$ cat config.mk
export PLATFORM = sky130hd
export DESIGN_NAME = ifc_station_stop
export DESIGN_NICKNAME = d
export VERILOG_FILES = /design/src/rtl/ifc_pkg.sv /design/src/rtl/ifc_edge_sync.sv /design/src/rtl/ifc_sample_timer.sv /design/src/rtl/ifc_main_counter.sv /design/src/rtl/ifc_stop_filter.sv /design/src/rtl/ifc_station_stop.sv
export SDC_FILE = /design/constraint.sdc
export NUM_CORES = 1
export LEC_CHECK = 0
export BUFFER_PORTS_ARGS = -buffer_cell sky130_fd_sc_hd__clkbuf_2
export CORE_MARGIN = 10
export CORE_UTILIZATION = 50
export DETAILED_ROUTE_END_ITERATION = 10
export PLACE_DENSITY = 0.64
export RECOVER_POWER = 25
export SYNTH_ARGS = -nofsm -noshare
export SYNTH_HDL_FRONTEND = slang
export SYNTH_SLANG_ARGS = --single-unit
$ cat constraint.sdc
create_clock -name clk -period 4.4 [get_ports clk]
set_input_delay 0.88 -clock clk [delete_from_list [all_inputs] [get_ports clk]]
set_output_delay 0.88 -clock clk [all_outputs]
set_load 0.02 [all_outputs]
$ cat src/rtl/ifc_pkg.sv
package ifc_pkg;

  typedef enum logic [1:0] {
    IFM_IDLE0 = 2'b00,
    IFM_FM    = 2'b01,
    IFM_AM    = 2'b10,
    IFM_IDLE3 = 2'b11
  } ifc_mode_e;

  localparam int FM_BASE_COUNT = 1697;
  localparam int AM_BASE_COUNT = 44;

  function automatic logic mode_is_valid(input logic [1:0] m);
    return (m == IFM_FM) || (m == IFM_AM);
  endfunction

  function automatic int base_count(input logic [1:0] m);
    return (m == IFM_FM) ? FM_BASE_COUNT : AM_BASE_COUNT;
  endfunction

endpackage

$ cat src/rtl/ifc_edge_sync.sv
module ifc_edge_sync #(
  parameter int STAGES = 2
) (
  input  logic clk,
  input  logic rst_n,
  input  logic async_in,
  output logic rise_pulse
);
  localparam int LAST = STAGES;

  logic [LAST:0] shreg;

  always_ff @(posedge clk or negedge rst_n) begin
    if (!rst_n) shreg <= '0;
    else        shreg <= {shreg[LAST-1:0], async_in};
  end

  assign rise_pulse = shreg[LAST-1] & ~shreg[LAST];
endmodule

$ cat src/rtl/ifc_sample_timer.sv
module ifc_sample_timer #(
  parameter int REF_W = 14,
  parameter int DIV_W = 3
) (
  input  logic             clk,
  input  logic             rst_n,
  input  logic             restart,
  input  logic             run,
  input  logic [REF_W-1:0] ref_div,
  input  logic [DIV_W-1:0] gate_mult,
  output logic             gate_end
);
  logic [REF_W-1:0] pre_q;
  logic [DIV_W-1:0] div_q;
  logic             pre_wrap;

  assign pre_wrap = (pre_q == ref_div);
  assign gate_end = run && !restart && pre_wrap && (div_q == gate_mult);

  always_ff @(posedge clk or negedge rst_n) begin
    if (!rst_n) begin
      pre_q <= '0;
      div_q <= '0;
    end else if (restart) begin
      pre_q <= '0;
      div_q <= '0;
    end else if (run) begin
      if (pre_wrap) begin
        pre_q <= '0;
        div_q <= (div_q == gate_mult) ? '0 : div_q + 1'b1;
      end else begin
        pre_q <= pre_q + 1'b1;
      end
    end
  end
endmodule

$ cat src/rtl/ifc_main_counter.sv
module ifc_main_counter
  import ifc_pkg::*;
#(
  parameter int CNT_W  = 21,
  parameter int TRIM_W = 5,
  parameter int WIN_W  = 3
) (
  input  logic              clk,
  input  logic              rst_n,
  input  logic              restart,
  input  logic              run,
  input  logic              if_edge,
  input  logic              gate_end,
  input  logic [1:0]        mode,
  input  logic [TRIM_W-1:0] center_trim,
  input  logic [WIN_W-1:0]  win_sel,
  output logic              res_valid,
  output logic              res_pass
);
  localparam logic signed [CNT_W-1:0] TWO = CNT_W'(2);

  logic        [CNT_W-1:0] cnt_q;
  logic        [CNT_W-1:0] cnt_next;
  logic        [CNT_W-1:0] preset;
  logic signed [CNT_W-1:0] resid;
  logic signed [CNT_W-1:0] span;
  logic                    in_window;

  assign preset   = CNT_W'(base_count(mode)) + CNT_W'(center_trim) - CNT_W'(1);
  assign cnt_next = cnt_q - CNT_W'(if_edge);

  // Residual (N-1-E): the window |E-N| < 2^w maps to -2^w <= resid <= 2^w-2
  assign resid     = cnt_next;
  assign span      = CNT_W'(1) << win_sel;
  assign in_window = (resid >= -span) && (resid <= span - TWO);

  always_ff @(posedge clk or negedge rst_n) begin
    if (!rst_n) begin
      cnt_q     <= '0;
      res_valid <= 1'b0;
      res_pass  <= 1'b0;
    end else begin
      res_valid <= gate_end;
      res_pass  <= gate_end && in_window;
      if (restart || gate_end) cnt_q <= preset;
      else if (run)            cnt_q <= cnt_next;
    end
  end
endmodule

$ cat src/rtl/ifc_stop_filter.sv
module ifc_stop_filter #(
  parameter int FILT_W = 5,
  parameter int STEP_W = 4
) (
  input  logic              clk,
  input  logic              rst_n,
  input  logic              force_high,
  input  logic              preset,
  input  logic              res_valid,
  input  logic              res_pass,
  input  logic [STEP_W-1:0] stop_step,
  output logic [FILT_W-1:0] level,
  output logic              search_stop
);
  localparam logic [FILT_W-1:0] MID  = FILT_W'(1) << (FILT_W - 1);
  localparam logic [FILT_W-1:0] TOP  = '1;

  logic [FILT_W-1:0] lvl_next;
  logic [FILT_W-1:0] lo_mark;
  logic [FILT_W-1:0] hi_mark;

  assign lo_mark = MID - FILT_W'(stop_step);
  assign hi_mark = MID + FILT_W'(stop_step);

  always_comb begin
    if (res_pass) lvl_next = (level == '0)  ? level : level - 1'b1;
    else          lvl_next = (level == TOP) ? level : level + 1'b1;
  end

  always_ff @(posedge clk or negedge rst_n) begin
    if (!rst_n) begin
      level       <= MID;
      search_stop <= 1'b1;
    end else if (force_high) begin
      search_stop <= 1'b1;
    end else if (preset) begin
      level       <= MID;
      search_stop <= 1'b1;
    end else if (res_valid) begin
      level <= lvl_next;
      if (lvl_next == hi_mark)      search_stop <= 1'b1;
      else if (lvl_next == lo_mark) search_stop <= 1'b0;
    end
  end
endmodule

$ cat src/rtl/ifc_station_stop.sv
module ifc_station_stop
  import ifc_pkg::*;
#(
  parameter int REF_W       = 14,
  parameter int DIV_W       = 3,
  parameter int CNT_W       = 21,
  parameter int TRIM_W      = 5,
  parameter int WIN_W       = 3,
  parameter int FILT_W      = 5,
  parameter int STEP_W      = 4,
  parameter int SYNC_STAGES = 2
) (
  input  logic              clk,
  input  logic              rst_n,
  input  logic              if_in,
  input  logic              ifena,
  input  logic [1:0]        if_mode,
  input  logic [WIN_W-1:0]  win_sel,
  input  logic [TRIM_W-1:0] center_trim,
  input  logic [DIV_W-1:0]  gate_mult,
  input  logic [REF_W-1:0]  ref_div,
  input  logic [STEP_W-1:0] stop_step,
  output logic              meas_strobe,
  output logic              meas_pass,
  output logic              search_stop
);
  logic              ifena_d;
  logic              ena_rise;
  logic              run;
  logic              if_edge;
  logic              gate_end;
  logic [FILT_W-1:0] filt_level;

  always_ff @(posedge clk or negedge rst_n) begin
    if (!rst_n) ifena_d <= 1'b0;
    else        ifena_d <= ifena;
  end

  assign ena_rise = ifena && !ifena_d;
  assign run      = ifena && mode_is_valid(if_mode);

  ifc_edge_sync #(.STAGES(SYNC_STAGES)) u_sync (
    .clk        (clk),
    .rst_n      (rst_n),
    .async_in   (if_in),
    .rise_pulse (if_edge)
  );

  ifc_sample_timer #(.REF_W(REF_W), .DIV_W(DIV_W)) u_timer (
    .clk       (clk),
    .rst_n     (rst_n),
    .restart   (ena_rise),
    .run       (run),
    .ref_div   (ref_div),
    .gate_mult (gate_mult),
    .gate_end  (gate_end)
  );

  ifc_main_counter #(.CNT_W(CNT_W), .TRIM_W(TRIM_W), .WIN_W(WIN_W)) u_main (
    .clk         (clk),
    .rst_n       (rst_n),
    .restart     (ena_rise),
    .run         (run),
    .if_edge     (if_edge),
    .gate_end    (gate_end),
    .mode        (if_mode),
    .center_trim (center_trim),
    .win_sel     (win_sel),
    .res_valid   (meas_strobe),
    .res_pass    (meas_pass)
  );

  ifc_stop_filter #(.FILT_W(FILT_W), .STEP_W(STEP_W)) u_filt (
    .clk         (clk),
    .rst_n       (rst_n),
    .force_high  (!ifena),
    .preset      (ena_rise),
    .res_valid   (meas_strobe),
    .res_pass    (meas_pass),
    .stop_step   (stop_step),
    .level       (filt_level),
    .search_stop (search_stop)
  );
endmodule

# == After elaboration in Yosys (flattened, before gate mapping) ==
# Index checks and enable logic that the tools add are counted.
# classes
eq_ne,9
reduce_logical,19
order_cmp,2
multipliers,0
div_mod_pow,0
shifts,1
mux,20
add_sub_neg,11
bitwise_logic,2
# op_table
op,n
$mux W14,3
$mux W21,2
$mux W5,5
$add A21 B5 Y21,1
$ge A21 B21 Y1,1
$le A21 B21 Y1,1
$neg A21 Y21,1
$shl A1 B3 Y21 const A,1
$sub A21 B1 Y21,1
$sub A21 B1 Y21 const B,1
$sub A21 B3 Y21 const B,1
$add A14 B1 Y14 const B,1
$eq A14 B14 Y1,1
$mux W3,4
$mux W11,1
$eq A5 B5 Y1,2
$reduce_bool A2 Y1,4
$logic_and A1 B1 Y1,7
$reduce_and A2 Y1,3
$add A5 B1 Y5 const B,1
$add A5 B4 Y5 const A,1
$eq A5 B5 Y1 const B,1
$logic_not A5 Y1,1
$mux W1,5
other kinds (12),14
# word_totals
mem_bits_ro,0
latch_bits,0
in_bits,35
n_memories,0
elab_cells,73
ram_bits,0
output_inout_bits,3
register_bits,50

# == Depth between registers and ports, before layout ==
# depth
depth_word,9
mapped_depth,17
ltp_nobuf,16

# == Hierarchy ==
# From an unflattened synthesis, not the netlist that was laid out.
# unflattened
hier_cells,582
area_unflattened_um2,5079.9
# by_module_without_submodules
module,n_inst,cells_each,area_each_um2,seq_area_each_um2
ifc_main_counter,1,374,3071.7,575.6
ifc_sample_timer,1,114,1119.8,425.4
ifc_stop_filter,1,85,754.5,152.6
ifc_edge_sync,1,4,88.8,75.1
ifc_station_stop,1,5,45.0,25.0

# == Least setup slack after synthesis ==
# Ideal clock, no wire load.
# synth_timing
path_kind,reg-to-reg
from,register u_sync.shreg[2]
to,register u_main.res_pass
path_stages_with_launch,18
period_less_slack_ns,3.589
arrival_time_ns,3.485
t_required_ns,4.296
n_path_buf,1
path_slack_ns,0.811
path_cell_list,dfrtp_1 -> nor2b_1 -> ha_1 -> ha_1 -> nor2b_1 -> nand4_2 -> or4_1 -> buf_2 -> nor4_4 -> xor2_1 -> ha_1 -> and2_1 -> and4_1 -> o2111ai_1 -> nand2_1 -> a211oi_2 -> xor2_1 -> a221oi_1
# synth_between
elab_chain_cells,6
word_cells_on_any_way,7
# synth_lines
item,line,text
"start, declared",ifc_edge_sync.sv:11,logic [LAST:0] shreg;
"start signal, assigned",ifc_edge_sync.sv:15,"else shreg <= {shreg[LAST-1:0], async_in};"
$not A1 Y1 (*),ifc_edge_sync.sv:18,assign rise_pulse = shreg[LAST-1] & ~shreg[LAST];
$and A1 B1 Y1 (*),ifc_edge_sync.sv:18,
$sub A21 B1 Y21 (*),ifc_main_counter.sv:30,assign cnt_next = cnt_q - CNT_W'(if_edge);
$ge A21 B21 Y1 / $le A21 B21 Y1 (equally long branches),ifc_main_counter.sv:35,assign in_window = (resid >= -span) && (resid <= span - TWO);
$logic_and A1 B1 Y1 (*),ifc_main_counter.sv:35,
$logic_and A1 B1 Y1 (*),ifc_main_counter.sv:44,res_pass <= gate_end && in_window;
"end signal, assigned",ifc_main_counter.sv:44,
"end, declared",ifc_main_counter.sv:18,output logic res_pass
# Mark *: on every way between the ends. The rest lies on a longest branch, timed or not.
# A chain may end at the register's enable or synchronous reset.

# == Worst setup path in the final report ==
# layout_timing
from,register u_sync.shreg[1]
to,register u_main.res_pass
# layout_between
elab_chain_cells,5
word_cells_on_any_way,6
# layout_lines
item,line
$and A1 B1 Y1 (*),ifc_edge_sync.sv:18
$sub A21 B1 Y21 (*),ifc_main_counter.sv:30
$ge A21 B21 Y1 / $le A21 B21 Y1 (equally long branches),ifc_main_counter.sv:35
$logic_and A1 B1 Y1 (*),ifc_main_counter.sv:35
$logic_and A1 B1 Y1 (*),ifc_main_counter.sv:44
# Marked as above.

==> results.tsv <==
metric	value	unit
vias in the first global route	4056	
Max Fclk	252	MHz
Max-cap violations	1	
footprint of the multi-input gates	3500	sq um
io pins	38	
HP Class	reg2reg	
crit-path max cell delay	580	ps
post-synth top area cell	dfrtp_1	
Final nets	727	
Post-Syn Area per Cell	8.51	sq um
DR vias	4220	
fillers	911	
WP data arrival	4180	ps
Post-Route Setup TNS	0	ps
DR WL/cell	15.1	um
CTS buffer count	5	
num rows	36	
CP delay by family, top	simple AND/OR/NAND/NOR gates	
Worst path slowest cell	or4_1	
DPL Wire Length	9.20	mm
pwr dens	284	nW/um^2
Slew headroom	-18.5	%
post-CTS setup buffer count	0	
CP most frequent cell	ha_1	
Worst Path Max Fanout	6	
TritonRoute pass-1 iters	5	
Ys Warns	0	
failing checks	capacitance limit, slew limit	
library cells used by synthesis	68	
worst path bufs/invs	0	
GRT overflow	0	
LEAKAGE	2.63	nW
Sink Count	50	
final worst path period share	90.4	%
Startpoint Class	flop	
RSZ-0062 raised after global routing	false	
First DRT Iteration DRCs	313	
Worst-Skew Late Latency	300	ps
most frequent cells in the layout	ha_1, nand2_1, dfrtp_1	
Worst Setup End Kind	flop	
Final Slew Violations	32	
clock-pin slew on the worst setup and hold paths	100	ps
Initial Util	51.2	%
Die Wd	120	um
EDFF count, synth	0	
commonest non-fill, non-tap cell in the layout	ha_1	
Top FF cell, synth	dfrtp_1	
Worst Clk Skew	6.79	ps
Port Buffer Count	37	
diode count	0	
dpl cells	749	
Root Driver	clkbuf_8	
Vias/cell	5.57	
final worst slack	424	ps
first-pass GRT wire length	19.3	mm
core area	9770	sq um
share of cells above drive strength 1	13.3	%
CP cell instances	nor2b_1 -> ha_1 -> ha_1 -> nor2b_1 -> nand4_2 -> or4_1 -> nor4_4 -> xor2_1 -> ha_1 -> and2_1 -> and4_1 -> o2111ai_1 -> nand2_1 -> a211oi_2 -> xor2_1 -> a221oi_1	
CTS Hold Bufs	0	
non-filler cells, final	757	
register area	1250	sq um
Post-CTS Resized	0	
Final setup viols	0	
Pwr Total	1.55	mW
outcome	finished with violations	
CP Class	reg2reg	
Slew @ Worst Pin	1780	ps
number of antenna violations at the first check in global routing	0	
total track usage	15.7	%
post-route ant nets	0	
Seq/Total Area, Yosys	25.0	%
Worst EP required	4610	ps
DRC	0	
H-Tree Level Count	2	
area grow syn2layout	9.25	%
Die Span Y	120	um
largest net degree at the start of global routing	32	
synth top area cells	dfrtp_1, ha_1, xor2_1, o21ai_0, nand2_1	
Synth top area share	24.0	%
post-synthesis cell count	588	
Post-synth ARST share	100	%
Routability Congestion	0.898	
worst vdd ir	0.173	mV
cell area after synthesis	5000	sq um
Yosys reg bits	50	
die area	14400	sq um
clk buf depth	2	
Routed WL	11.5	mm
CTS tree	done	
pre-CTS setup slack	269	ps
fin crit period	3980	ps
Final Hold Viols	0	
flip-flops by register name, summed over array words and instances, names as in the netlist:
signal / flops
ifena_d: 1
u_filt.level: 5
u_filt.search_stop: 1
u_main.cnt_q: 21
u_main.res_pass: 1
u_main.res_valid: 1
u_sync.shreg: 3
u_timer.div_q: 3
u_timer.pre_q: 14
cell type report:
class | count | area share [%]
Multi-Input combinational cell | 477 | 64.1
Timing Repair Buffer | 45 | 4.44
Inverter | 44 | 3.02
Sequential cell | 50 | 22.9
Tap cell | 133 | 3.04
Clock buffer | 5 | 1.26
Clock inverter | 3 | 1.26
synth_stat cells (all sizes together) (2+ instances only):
| cell | n |
|---|---|
| nand2b | 5 |
| ha | 68 |
| a32oi | 4 |
| nand3b | 2 |
| a22o | 3 |
| o41ai | 2 |
| mux2i | 5 |
| nor3 | 14 |
| a21boi | 2 |
| or4 | 2 |
| or3b | 2 |
| nor3b | 4 |
| and2 | 2 |
| dfrtp | 48 |
| o22ai | 10 |
| nor2b | 10 |
| and4 | 2 |
| nor4 | 9 |
| dfstp | 2 |
| xor2 | 39 |
| or2 | 3 |
| o221ai | 4 |
| nor4b | 2 |
| a21oi | 29 |
| o31ai | 7 |
| nor2 | 46 |
| and3 | 9 |
| clkbuf | 12 |
| buf | 6 |
| a211oi | 3 |
| xnor2 | 21 |
| nand2 | 49 |
| o2111ai | 2 |
| nand3 | 20 |
| a21o | 13 |
| nand4 | 12 |
| or3 | 5 |
| a221oi | 4 |
| mux2 | 2 |
| o21ai | 49 |
| inv | 44 |
path summary, 6_finish.rpt:
kind	start	end	slack [ps]	cells past startpoint
worst max-delay path	u_sync.shreg[1]	u_main.res_pass	420	16
worst min-delay path	u_sync.shreg[0]	u_sync.shreg[1]	380	0
worst max register to register	u_sync.shreg[1]	u_main.res_pass	420	16
worst min register to register	u_sync.shreg[0]	u_sync.shreg[1]	380	0
max in group asynchronous	rst_n	u_filt.level[4]	2200	2
min in group asynchronous	rst_n	u_sync.shreg[0]	1040	1
cells by family (layout without fill, tap and decap cells):
kind of cell | count (synthesis) | in the layout | share of synthesized area, %
buffers and inverters | 62 | 97 | 5.05
muxes | 7 | 7 | 1.70
adders and majority gates | 69 | 69 | 17.4
other | 1 | 2 | 0.0749
AOI/OAI and AO/OA | 139 | 139 | 18.5
and+or+nand+nor | 200 | 200 | 21.7
DFF | 50 | 50 | 25.0
xor gates and xnor gates | 60 | 60 | 10.5
per-layer routing:
layer	part of all wire, %	track usage (%)	vias to the layer above
met5	0	0	-
met4	0.45	2.49	0
met3	2.6	1.78	4
met2	47	26.3	66
met1	50	21.5	1977
li1	-	-	2173
stage by stage:
stage	hold WS, ps	instance area (sq um)	util (%)
final	376	5470	55.9
after global routing	384	5470	55.9
after CTS	374	5470	56.0
after detailed placement	350	5330	54.6
after global placement	352	5330	54.6
after floorplan	331	5010	-
where the power goes:
part           internal [mW]  leakage, nW  switching (mW)  total, mW
combinational          0.250         1.91           0.330      0.581
clock                  0.228       0.0683           0.163      0.390
sequential             0.506        0.656          0.0765      0.582
total                  0.984         2.63           0.569       1.55
No activity file was read; power rests on OpenSTA's default activity.
